[src/rtl/ps2rx_pkg.sv]
package ps2rx_pkg;
    typedef enum logic [1:0] {
        ST_IDLE  = 2'd0,
        ST_LOW   = 2'd1,
        ST_HIGH  = 2'd2,
        ST_INHIB = 2'd3
    } rx_state_e;

    localparam int FRAME_BITS = 11;

    // data plus parity must carry an odd count of ones
    function automatic logic odd_ok(input logic [8:0] v);
        return ^v;
    endfunction
endpackage

[src/rtl/ps2rx_filter.sv]
module ps2rx_filter #(
    parameter int   FILT_LEN  = 3,
    parameter logic RESET_VAL = 1'b1
) (
    input  logic clk,
    input  logic rst_n,
    input  logic raw,
    output logic filt
);
    localparam int FW = $clog2(FILT_LEN + 1);

    logic          s1, s2;
    logic [FW-1:0] run;

    always_ff @(posedge clk or negedge rst_n) begin
        if (!rst_n) begin
            s1   <= RESET_VAL;
            s2   <= RESET_VAL;
            filt <= RESET_VAL;
            run  <= '0;
        end else begin
            s1 <= raw;
            s2 <= s1;
            if (s2 != filt) begin
                if (run == FW'(FILT_LEN - 1)) begin
                    filt <= s2;
                    run  <= '0;
                end else begin
                    run <= run + 1'b1;
                end
            end else begin
                run <= '0;
            end
        end
    end
endmodule

[src/rtl/ps2rx_phase.sv]
module ps2rx_phase #(
    parameter int TICKS_PER_US = 50,
    parameter int LO_MIN_US    = 25,
    parameter int LO_MAX_US    = 55,
    parameter int HI_MIN_US    = 25,
    parameter int HI_MAX_US    = 45,
    parameter int PER_MIN_US   = 55,
    parameter int PER_MAX_US   = 85,
    parameter int TMO_US       = 2000
) (
    input  logic clk,
    input  logic rst_n,
    input  logic rise,
    input  logic fall,
    output logic lo_ok,
    output logic hi_ok,
    output logic per_ok,
    output logic tmo
);
    localparam int TMO_CYC = TMO_US * TICKS_PER_US;
    localparam int CW      = $clog2(TMO_CYC + 1);
    localparam logic [CW-1:0] LO_MIN_C  = CW'(LO_MIN_US * TICKS_PER_US);
    localparam logic [CW-1:0] LO_MAX_C  = CW'(LO_MAX_US * TICKS_PER_US);
    localparam logic [CW-1:0] HI_MIN_C  = CW'(HI_MIN_US * TICKS_PER_US);
    localparam logic [CW-1:0] HI_MAX_C  = CW'(HI_MAX_US * TICKS_PER_US);
    localparam logic [CW:0]   PER_MIN_C = (CW+1)'(PER_MIN_US * TICKS_PER_US);
    localparam logic [CW:0]   PER_MAX_C = (CW+1)'(PER_MAX_US * TICKS_PER_US);
    localparam logic [CW-1:0] TMO_C     = CW'(TMO_CYC);

    logic [CW-1:0] cnt;     // cycles since the last edge
    logic [CW-1:0] lo_len;  // length of the last low phase
    logic [CW:0]   per_len;

    always_ff @(posedge clk or negedge rst_n) begin
        if (!rst_n) begin
            cnt    <= TMO_C;
            lo_len <= '0;
        end else begin
            if (rise || fall) cnt <= CW'(1);
            else if (cnt != TMO_C) cnt <= cnt + 1'b1;
            if (rise) lo_len <= cnt;
        end
    end

    assign per_len = {1'b0, lo_len} + {1'b0, cnt};
    assign lo_ok   = (cnt >= LO_MIN_C) && (cnt <= LO_MAX_C);
    assign hi_ok   = (cnt >= HI_MIN_C) && (cnt <= HI_MAX_C);
    assign per_ok  = (per_len >= PER_MIN_C) && (per_len <= PER_MAX_C);
    assign tmo     = (cnt == TMO_C);
endmodule

[src/rtl/ps2_host_rx.sv]
module ps2_host_rx #(
    parameter int TICKS_PER_US = 50,
    parameter int FILT_LEN     = 3,
    parameter int LO_MIN_US    = 25,
    parameter int LO_MAX_US    = 55,
    parameter int HI_MIN_US    = 25,
    parameter int HI_MAX_US    = 45,
    parameter int PER_MIN_US   = 55,
    parameter int PER_MAX_US   = 85,
    parameter int TMO_US       = 2000
) (
    input  logic       clk,
    input  logic       rst_n,
    input  logic       ps2_clk_in,
    input  logic       ps2_data_in,
    output logic       ps2_clk_drive,
    input  logic       inhibit_req,
    input  logic       rd_ack,
    output logic [7:0] rx_data,
    output logic       irq,
    output logic       frame_err
);
    import ps2rx_pkg::*;

    localparam logic [3:0] LAST_BIT = 4'(FRAME_BITS);

    rx_state_e  state, state_nx;
    logic       clk_f, data_f, clk_prev;
    logic       rise, fall;
    logic       lo_ok, hi_ok, per_ok, tmo;
    logic       pending, inh_q, hold;
    logic       bad;
    logic [3:0] bit_cnt;
    logic [9:0] sh;

    ps2rx_filter #(.FILT_LEN(FILT_LEN), .RESET_VAL(1'b1)) u_clk_filt (
        .clk(clk), .rst_n(rst_n), .raw(ps2_clk_in), .filt(clk_f));
    ps2rx_filter #(.FILT_LEN(FILT_LEN), .RESET_VAL(1'b1)) u_dat_filt (
        .clk(clk), .rst_n(rst_n), .raw(ps2_data_in), .filt(data_f));

    ps2rx_phase #(
        .TICKS_PER_US(TICKS_PER_US),
        .LO_MIN_US(LO_MIN_US), .LO_MAX_US(LO_MAX_US),
        .HI_MIN_US(HI_MIN_US), .HI_MAX_US(HI_MAX_US),
        .PER_MIN_US(PER_MIN_US), .PER_MAX_US(PER_MAX_US),
        .TMO_US(TMO_US)
    ) u_phase (
        .clk(clk), .rst_n(rst_n), .rise(rise), .fall(fall),
        .lo_ok(lo_ok), .hi_ok(hi_ok), .per_ok(per_ok), .tmo(tmo));

    assign rise          = clk_f & ~clk_prev;
    assign fall          = ~clk_f & clk_prev;
    assign hold          = pending | inh_q;
    assign ps2_clk_drive = hold;
    assign irq           = pending;

    // state register
    always_ff @(posedge clk or negedge rst_n) begin
        if (!rst_n) state <= ST_IDLE;
        else        state <= state_nx;
    end

    // next state
    always_comb begin
        state_nx = state;
        unique case (state)
            ST_IDLE: begin
                if (hold)      state_nx = ST_INHIB;
                else if (fall) state_nx = ST_LOW;
            end
            ST_LOW: begin
                if (hold)      state_nx = ST_INHIB;
                else if (tmo)  state_nx = ST_IDLE;
                else if (rise) state_nx = (bit_cnt == LAST_BIT) ? ST_IDLE : ST_HIGH;
            end
            ST_HIGH: begin
                if (hold)      state_nx = ST_INHIB;
                else if (tmo)  state_nx = ST_IDLE;
                else if (fall) state_nx = ST_LOW;
            end
            ST_INHIB: begin
                if (!hold && clk_f) state_nx = ST_IDLE;
            end
        endcase
    end

    // datapath and outputs
    always_ff @(posedge clk or negedge rst_n) begin
        if (!rst_n) begin
            clk_prev  <= 1'b1;
            inh_q     <= 1'b0;
            pending   <= 1'b0;
            rx_data   <= '0;
            frame_err <= 1'b0;
            bad       <= 1'b0;
            bit_cnt   <= '0;
            sh        <= '0;
        end else begin
            clk_prev  <= clk_f;
            inh_q     <= inhibit_req;
            frame_err <= 1'b0;
            if (rd_ack) pending <= 1'b0;
            unique case (state)
                ST_IDLE: begin
                    if (!hold && fall) begin
                        bad     <= data_f;      // start bit must be 0
                        bit_cnt <= 4'd1;
                    end
                end
                ST_LOW: begin
                    if (!hold && !tmo && rise) begin
                        if (bit_cnt == LAST_BIT) begin
                            if (bad || !lo_ok || !sh[9] || !odd_ok(sh[8:0])) begin
                                frame_err <= 1'b1;
                            end else begin
                                rx_data <= sh[7:0];
                                pending <= 1'b1;
                            end
                        end else begin
                            bad <= bad | ~lo_ok;
                        end
                    end
                end
                ST_HIGH: begin
                    if (!hold && !tmo && fall) begin
                        sh      <= {data_f, sh[9:1]};
                        bit_cnt <= bit_cnt + 1'b1;
                        bad     <= bad | ~hi_ok | ~per_ok;
                    end
                end
                ST_INHIB: ;
            endcase
        end
    end
endmodule

[config.mk]
export PLATFORM = sky130hd
export DESIGN_NAME = ps2_host_rx
export DESIGN_NICKNAME = d
export VERILOG_FILES = /design/src/rtl/ps2rx_pkg.sv /design/src/rtl/ps2rx_filter.sv /design/src/rtl/ps2rx_phase.sv /design/src/rtl/ps2_host_rx.sv
export SDC_FILE = /design/constraint.sdc
export NUM_CORES = 1
export LEC_CHECK = 0
export BUFFER_PORTS_ARGS = -buffer_cell sky130_fd_sc_hd__buf_2
export CELL_PAD_IN_SITES_DETAIL_PLACEMENT = 2
export CELL_PAD_IN_SITES_GLOBAL_PLACEMENT = 2
export CORE_MARGIN = 1.5
export CORE_UTILIZATION = 38
export CTS_BUF_LIST = sky130_fd_sc_hd__clkbuf_8
export DETAILED_ROUTE_END_ITERATION = 10
export HOLD_SLACK_MARGIN = 0.15
export PLACE_DENSITY_LB_ADDON = 0.1
export SKIP_LAST_GASP = 1
export SLEW_MARGIN = 20
export SYNTH_ARGS = -nofsm -noshare
export SYNTH_HDL_FRONTEND = slang
export SYNTH_HIERARCHICAL = 1
export SYNTH_SLANG_ARGS = --single-unit
[constraint.sdc]
create_clock -name clk -period 6.5 [get_ports clk]
set_input_delay 1.3 -clock clk [delete_from_list [all_inputs] [get_ports clk]]
set_output_delay 1.3 -clock clk [all_outputs]
set_load 0.05 [all_outputs]
# Yosys cells after proc, flatten, opt, wreduce, memory -nomap -nowiden
# Index checks and enable logic that the tools add are counted.
[op_classes] mux=33 eq_ne=16 n_bitwise=12 reduce_logical=29 addsub=5 n_lt_le_gt_ge=5
[ops] cell="less-or-equal comparator 17 x 12 -> 1 bit, second input constant" count=2
[ops] cell="2-to-1 mux 17 bit" count=2
[ops] cell="2-to-1 mux 2 bit" count=13
[ops] cell="adder 17 x 17 -> 18 bit" count=1
[ops] cell=">= comparator 18 x 12 -> 1 bit, second input constant" count=1
[ops] cell="less-or-equal comparator 18 x 13 -> 1 bit, second input constant" count=1
[ops] cell="adder 17 x 1 -> 17 bit, second input constant" count=1
[ops] cell="== test 17 bit, second input constant" count=1
[ops] cell=">= comparator 17 x 11 -> 1 bit, second input constant" count=1
[ops] cell="inequality test 17 bit, second input constant" count=1
[ops] cell="2-to-1 mux 1 bit" count=13
[ops] cell="inequality test 2 bit, second input constant" count=5
[ops] cell="parity 9 bit" count=1
[ops] cell="== test 2 bit, second input constant" count=4
[ops] cell="logical AND 1 bit" count=8
[ops] cell="2-to-1 mux 4 bit" count=2
[ops] cell="one-hot mux 2 bit (4 select lines)" count=1
[ops] cell="one-hot mux 4 bit (2 select lines)" count=1
[ops] cell="AND reduction 2 bit" count=4
[ops] cell="inverter 1 bit" count=6
[ops] cell="logical NOT 1 bit" count=5
[ops] cell="AND reduction 5 bit" count=1
[ops] cell="adder 2 x 1 -> 2 bit, second input constant" count=2
[ops] cell="adder 4 x 1 -> 4 bit, second input constant" count=1
[ops] cell="other kinds (13)" count=22
[word_totals] ff_bits=73 inputBits=6 output_inout_bits=11 elab_cells=119

# Logic depth before layout (Yosys ltp)
[depth] word_depth=10 depth_mapped=13 depth_no_buf=13

# Hierarchy
# Netlist, hierarchy kept.
[by_module_without_submodules] mod="ps2rx_phase" seq_area_each_um2=858.3 area_each_um2=2730.1 n_inst=1 cells_each=297
[by_module_without_submodules] mod="ps2_host_rx" seq_area_each_um2=726.9 area_each_um2=1455.1 n_inst=1 cells_each=120
[by_module_without_submodules] mod="ps2rx_filter" seq_area_each_um2=128.9 area_each_um2=178.9 n_inst=2 cells_each=10

# Worst setup path after synthesis
# Ideal clock, no wire load.
[synth_path] path_kind="reg2reg" from="register u_phase.cnt[0]" to="register bad" path_buffers=0 path_stages_with_launch=14 arrival_ns=3.375 slack_ns=3.000 required_ns=6.375 synth_period_minus_slack_ns=3.500 cell_sequence="dfrtp_1 ha_1 fa_1 a211oi_2 o21ai_2 a311o_1 xnor2_1 a2111oi_0 a21oi_1 a2111oi_2 nand2_1 o21ai_0 a31oi_1 mux2_2"
[synth_via] elab_chain_cells=7 elab_cells_between_ends=27 cone_classes="1 x add/sub; 5 x order compare; 3 x eq/ne; 4 x mux; 6 x bitwise; 8 x reduce/logical"
[synth_rtl] element="start, declared" line_no="ps2rx_phase.sv:30" text="logic [CW-1:0] cnt;"
[synth_rtl] element="start signal, assigned" line_no="ps2rx_phase.sv:40" text="else if (cnt != TMO_C) cnt <= cnt + 1'b1;"
[synth_rtl] element="adder 17 x 17 -> 18 bit (*)" line_no="ps2rx_phase.sv:45" text="assign per_len = {1'b0, lo_len} + {1'b0, cnt};"
[synth_rtl] element=">= comparator 18 x 12 -> 1 bit or less-or-equal comparator 18 x 13 -> 1 bit (tied branches)" line_no="ps2rx_phase.sv:48" text="assign per_ok = (per_len >= PER_MIN_C) && (per_len <= PER_MAX_C);"
[synth_rtl] element="logical AND 1 bit (*)" line_no="ps2rx_phase.sv:48"
[synth_rtl] element="via per_ok" line_no="ps2_host_rx.sv:30" text="logic lo_ok, hi_ok, per_ok, tmo;"
[synth_rtl] element="inverter 1 bit (*)" line_no="ps2_host_rx.sv:128" text="bad <= bad | ~hi_ok | ~per_ok;"
[synth_rtl] element="OR 1 bit (*)" line_no="ps2_host_rx.sv:128"
[synth_rtl] element="2-to-1 mux 1 bit (*)" line_no="ps2_host_rx.sv:125" text="if (!hold && !tmo && fall) begin"
[synth_rtl] element="one-hot mux 1 bit (3 select lines) (*)" line_no="ps2_host_rx.sv:103" text="unique case (state)"
[synth_rtl] element="end signal, assigned" line_no="ps2_host_rx.sv:106" text="bad <= data_f;"
[synth_rtl] element="end signal, assigned" line_no="ps2_host_rx.sv:120" text="bad <= bad | ~lo_ok;"
[synth_rtl] element="end signal, assigned" line_no="ps2_host_rx.sv:128"
[synth_rtl] element="end, declared" line_no="ps2_host_rx.sv:32" text="logic bad;"
# Mark *: on every way through the listed nets, which the timed path passes. The rest lies on a longest branch. The select of a mux whose other input is x is not followed.
# A chain may end at the register's enable or synchronous reset.

# Final worst setup path
# Ends and elaborated chain as after synthesis.

==> metrics.md <==
| Metric | Value |
|---|---|
| Run status | `complete, no violations` |
| CTS Hold Buffers Added | `0` |
| Initial Util | `39.45%` |
| Worst-path cell chain | `ha_1 -> fa_1 -> a211oi_2 -> o21ai_2 -> a311o_1 -> xnor2_1 -> a2111oi_0 -> a21oi_1 -> a2111oi_2 -> nand2_1 -> o21ai_0 -> a31oi_1 -> mux2_2` |
| Critical R2R Launch | `u_phase/cnt[0]` |
| Clock Latency Late Sink | `0.35 ns` |
| Ys flop type | `dfrtp_1` |
| I/O Pins | `17` |
| Highest-delay cell along the critical path | `fa_1` |
| Vias in the first global route | `3,679` |
| Setup_tns | `0 ns` |
| Residual DRC count | `0` |
| Critical path class | `reg -> reg` |
| Total global-route track usage | `19.24%` |
| Synthesized net count | `470` |
| Yosys top cell by area | `dfrtp_1` |
| Final setup viols | `0` |
| Num CTS Buffers | `9` |
| Multi-input combinational cell area | `2567 um^2` |
| Total core area | `11,520 um^2` |
| Largest net degree at the start of global routing | `74` |
| Synth Warn # | `6` |
| HP Start | `u_dat_filt/s1` |
| Site row count | `39` |
| Via Count | `3,454` |
| Placed Area | `4758 um^2` |
| Die area | `12,620 um^2` |
| Root buffer cell | `clkbuf_8` |
| Slew Limit Fails | `0` |
| Final Hold Violating Endpoints | `0` |
| Synth top area share | `33.05%` |
| P per Cell Area | `315.0 nW/um^2` |
| Sinks on Clock Net | `73` |
| Clock tree buffer depth | `2` |
| Clk_skew | `0.005098 ns` |
| Fin util | `43.22%` |
| Die Y | `112.3 um` |
| Critical Path Source | `u_phase/cnt[0]` |
| Avg Cell Area, Syn | `10.40 um^2` |
| Sequential cell area | `1843 um^2` |
| DR WL met2 | `5.290 mm` |
| CTS tree | `yes` |
| Post-synth ARST share | `100.0%` |
| Syn Std Cell Area | `4543 um^2` |
| Dominant cells by area after synthesis | `dfrtp_1 33%, mux2_2 9.4%, dfstp_2 7.5%, ha_1 7.2%, xnor2_1 3.3%` |
| FILL cells | `1,243` |
| Htree depth | `3` |
| Worst rel slew slack | `37.56%` |
| Met1 WL | `5.536 mm` |
| Max VDD drop | `137.5 uV` |
| Cells after Synth | `437` |
| Initial DRC Count | `101` |
| Critical Path Sink Type | `register` |
| Antenna-violating nets left | `0` |
| Worst-Margin Slew | `0.9366 ns` |
| # Max-Cap Violations | `0` |
| CP arrival | `4.23 ns` |
| Reg clk slew, reported paths | `0.08 ns` |
| Post-CTS Repair Setup Buffers | `0` |
| Total power | `0.001568 W` |
| Nets | `484` |
| ANT cells | `0` |
| Flops & latches, synth | `73` |
| Final WL | `11.10 mm` |
| Met3 routed WL | `189 um` |
| Post-CTS Resized | `0` |
| Layout Area Growth over Synthesis | `9.557%` |
| DR vias/cell | `5.766` |
| Hold Path Class | `reg -> reg` |
| Crit path required time | `6.74 ns` |
| Remaining global-route overflow | `0` |
| Post-DP HPWL | `8.284 mm` |
| Detailed Routing Iterations Pass 1 | `6` |
| Highest net fanout along the worst path | `6` |
| WL/cell | `18.54 um` |
| IO Port Bufs | `16` |
| RSZ-0062 raised after global routing | `no` |
| RePlAce Congestion | `0.7608` |
| Fmax | `0.2505 GHz` |
| CP Launch Type | `register` |
| Antenna violations before repair | `0` |
| Final period utilization | `61.42%` |
| Post-synthesis sequential area ratio | `40.57%` |
| Cell variety after synth | `71` |
| Top post-synthesis cells by count | `60 x dfrtp_1, 38 x mux2_2, 36 x nor2_1, 26 x ha_1, 21 x inv_1` |
| Final instance area | `4977 um^2` |
| Final Critical Period | `3.992 ns` |
| CP peak stage delay | `0.45 ns` |
| Number of enable flip-flop cells after synthesis | `0` |
| Hold Slack | `0.3584 ns` |
| First-pass GRT wire length | `19.45 mm` |
| Uppermost layer routed | `met4` |
| Proportion of layout cells with a drive suffix above 1 | `22.59%` |
| Die width | `112.3 um` |
| Leakage power | `2.281 nW` |
| Most numerous cell in the Yosys netlist | `dfrtp_1` |
-- metal layers --
metal  vias to the layer above  global-route usage, %
met1                      1782                  27.02
met4                         0                  4.304
li1                       1640                      -
met2                        25                  31.00
met5                         -                      0
met3                         7                  3.726
-- registers in the layout, indices dropped and copies added, names as in the netlist, 2 cells and up --
| register | count |
|---|---|
| u_phase/lo_len | 17 |
| u_phase/cnt | 17 |
| rx_data | 8 |
| u_clk_filt/run | 2 |
| bit_cnt | 4 |
| u_dat_filt/run | 2 |
| state | 2 |
| sh | 10 |
-- critical path, delay by kind of cell, from the launching register on --
family	cells	cell delay [ns]
xor+xnor	1	0.19
compound gates	8	2.14
mux	1	0.27
fa+ha+maj	2	0.71
flops	1	0.44
simple gates	1	0.12
-- layout by cell type, fill, tap and decap left out, drive strengths merged, types with 4 or more instances in the layout --
cell     instances
a21o            10
nand2b           5
and3             4
inv             23
o21ai           18
o211ai           4
a2111oi          5
or3              5
a31oi            4
dfrtp           60
nor2            37
clkbuf           9
a22o             5
xor2            10
mux2            40
nand2           16
buf             17
nor4             7
nor3            12
nand4            4
dfstp           13
a211oi           9
ha              26
nor2b            7
a21oi           20
xnor2           17
nand3           12
-- through the flow --
| step | instances | setup WS (ns) |
|---|---|---|
| after detailed placement | 583 | 2.516 |
| after global routing | 599 | 2.214 |
| after floorplan | 437 | 3.000 |
| final | 599 | 2.508 |
| after global placement | 583 | 2.684 |
| after CTS | 599 | 2.496 |
-- final timing paths --
kind | to | slack (ns) | cells after the start
max in group asynchronous | u_phase/cnt[1] | 4.81 | 1
min in group asynchronous | u_phase/lo_len[13] | 1.05 | 1
hold / removal | u_dat_filt/s2 | 0.36 | 0
setup / recovery | bad | 2.51 | 13
hold reg to reg | u_dat_filt/s2 | 0.36 | 0
setup reg to reg | bad | 2.51 | 13
-- cells by family after synthesis --
group	Yosys count	synth area share, %
DFF	73	40.57
adders and majority gates	27	7.601
xor gates and xnor gates	28	5.701
and+or+nand+nor	130	15.81
buffers and inverters	35	2.919
muxes	43	10.74
AOI/OAI and AO/OA	101	16.66
-- power breakdown --
group / internal [W] / switching (W) / total, W
sequential: 0.000537 / 0.0000878 / 0.000625
combinational: 0.000240 / 0.000312 / 0.000552
clock: 0.000217 / 0.000175 / 0.000391
total: 0.000994 / 0.000575 / 0.00157
-- final cells by class --
class,instances,area share (%)
well taps,143,3.595
flip-flops and latches,73,37.03
clock inverters,7,1.911
repair buffers,17,1.810
clock buffers,9,2.489
multi-input cells,329,51.58
inverters,21,1.584
Power figures use the tool's default switching activity.
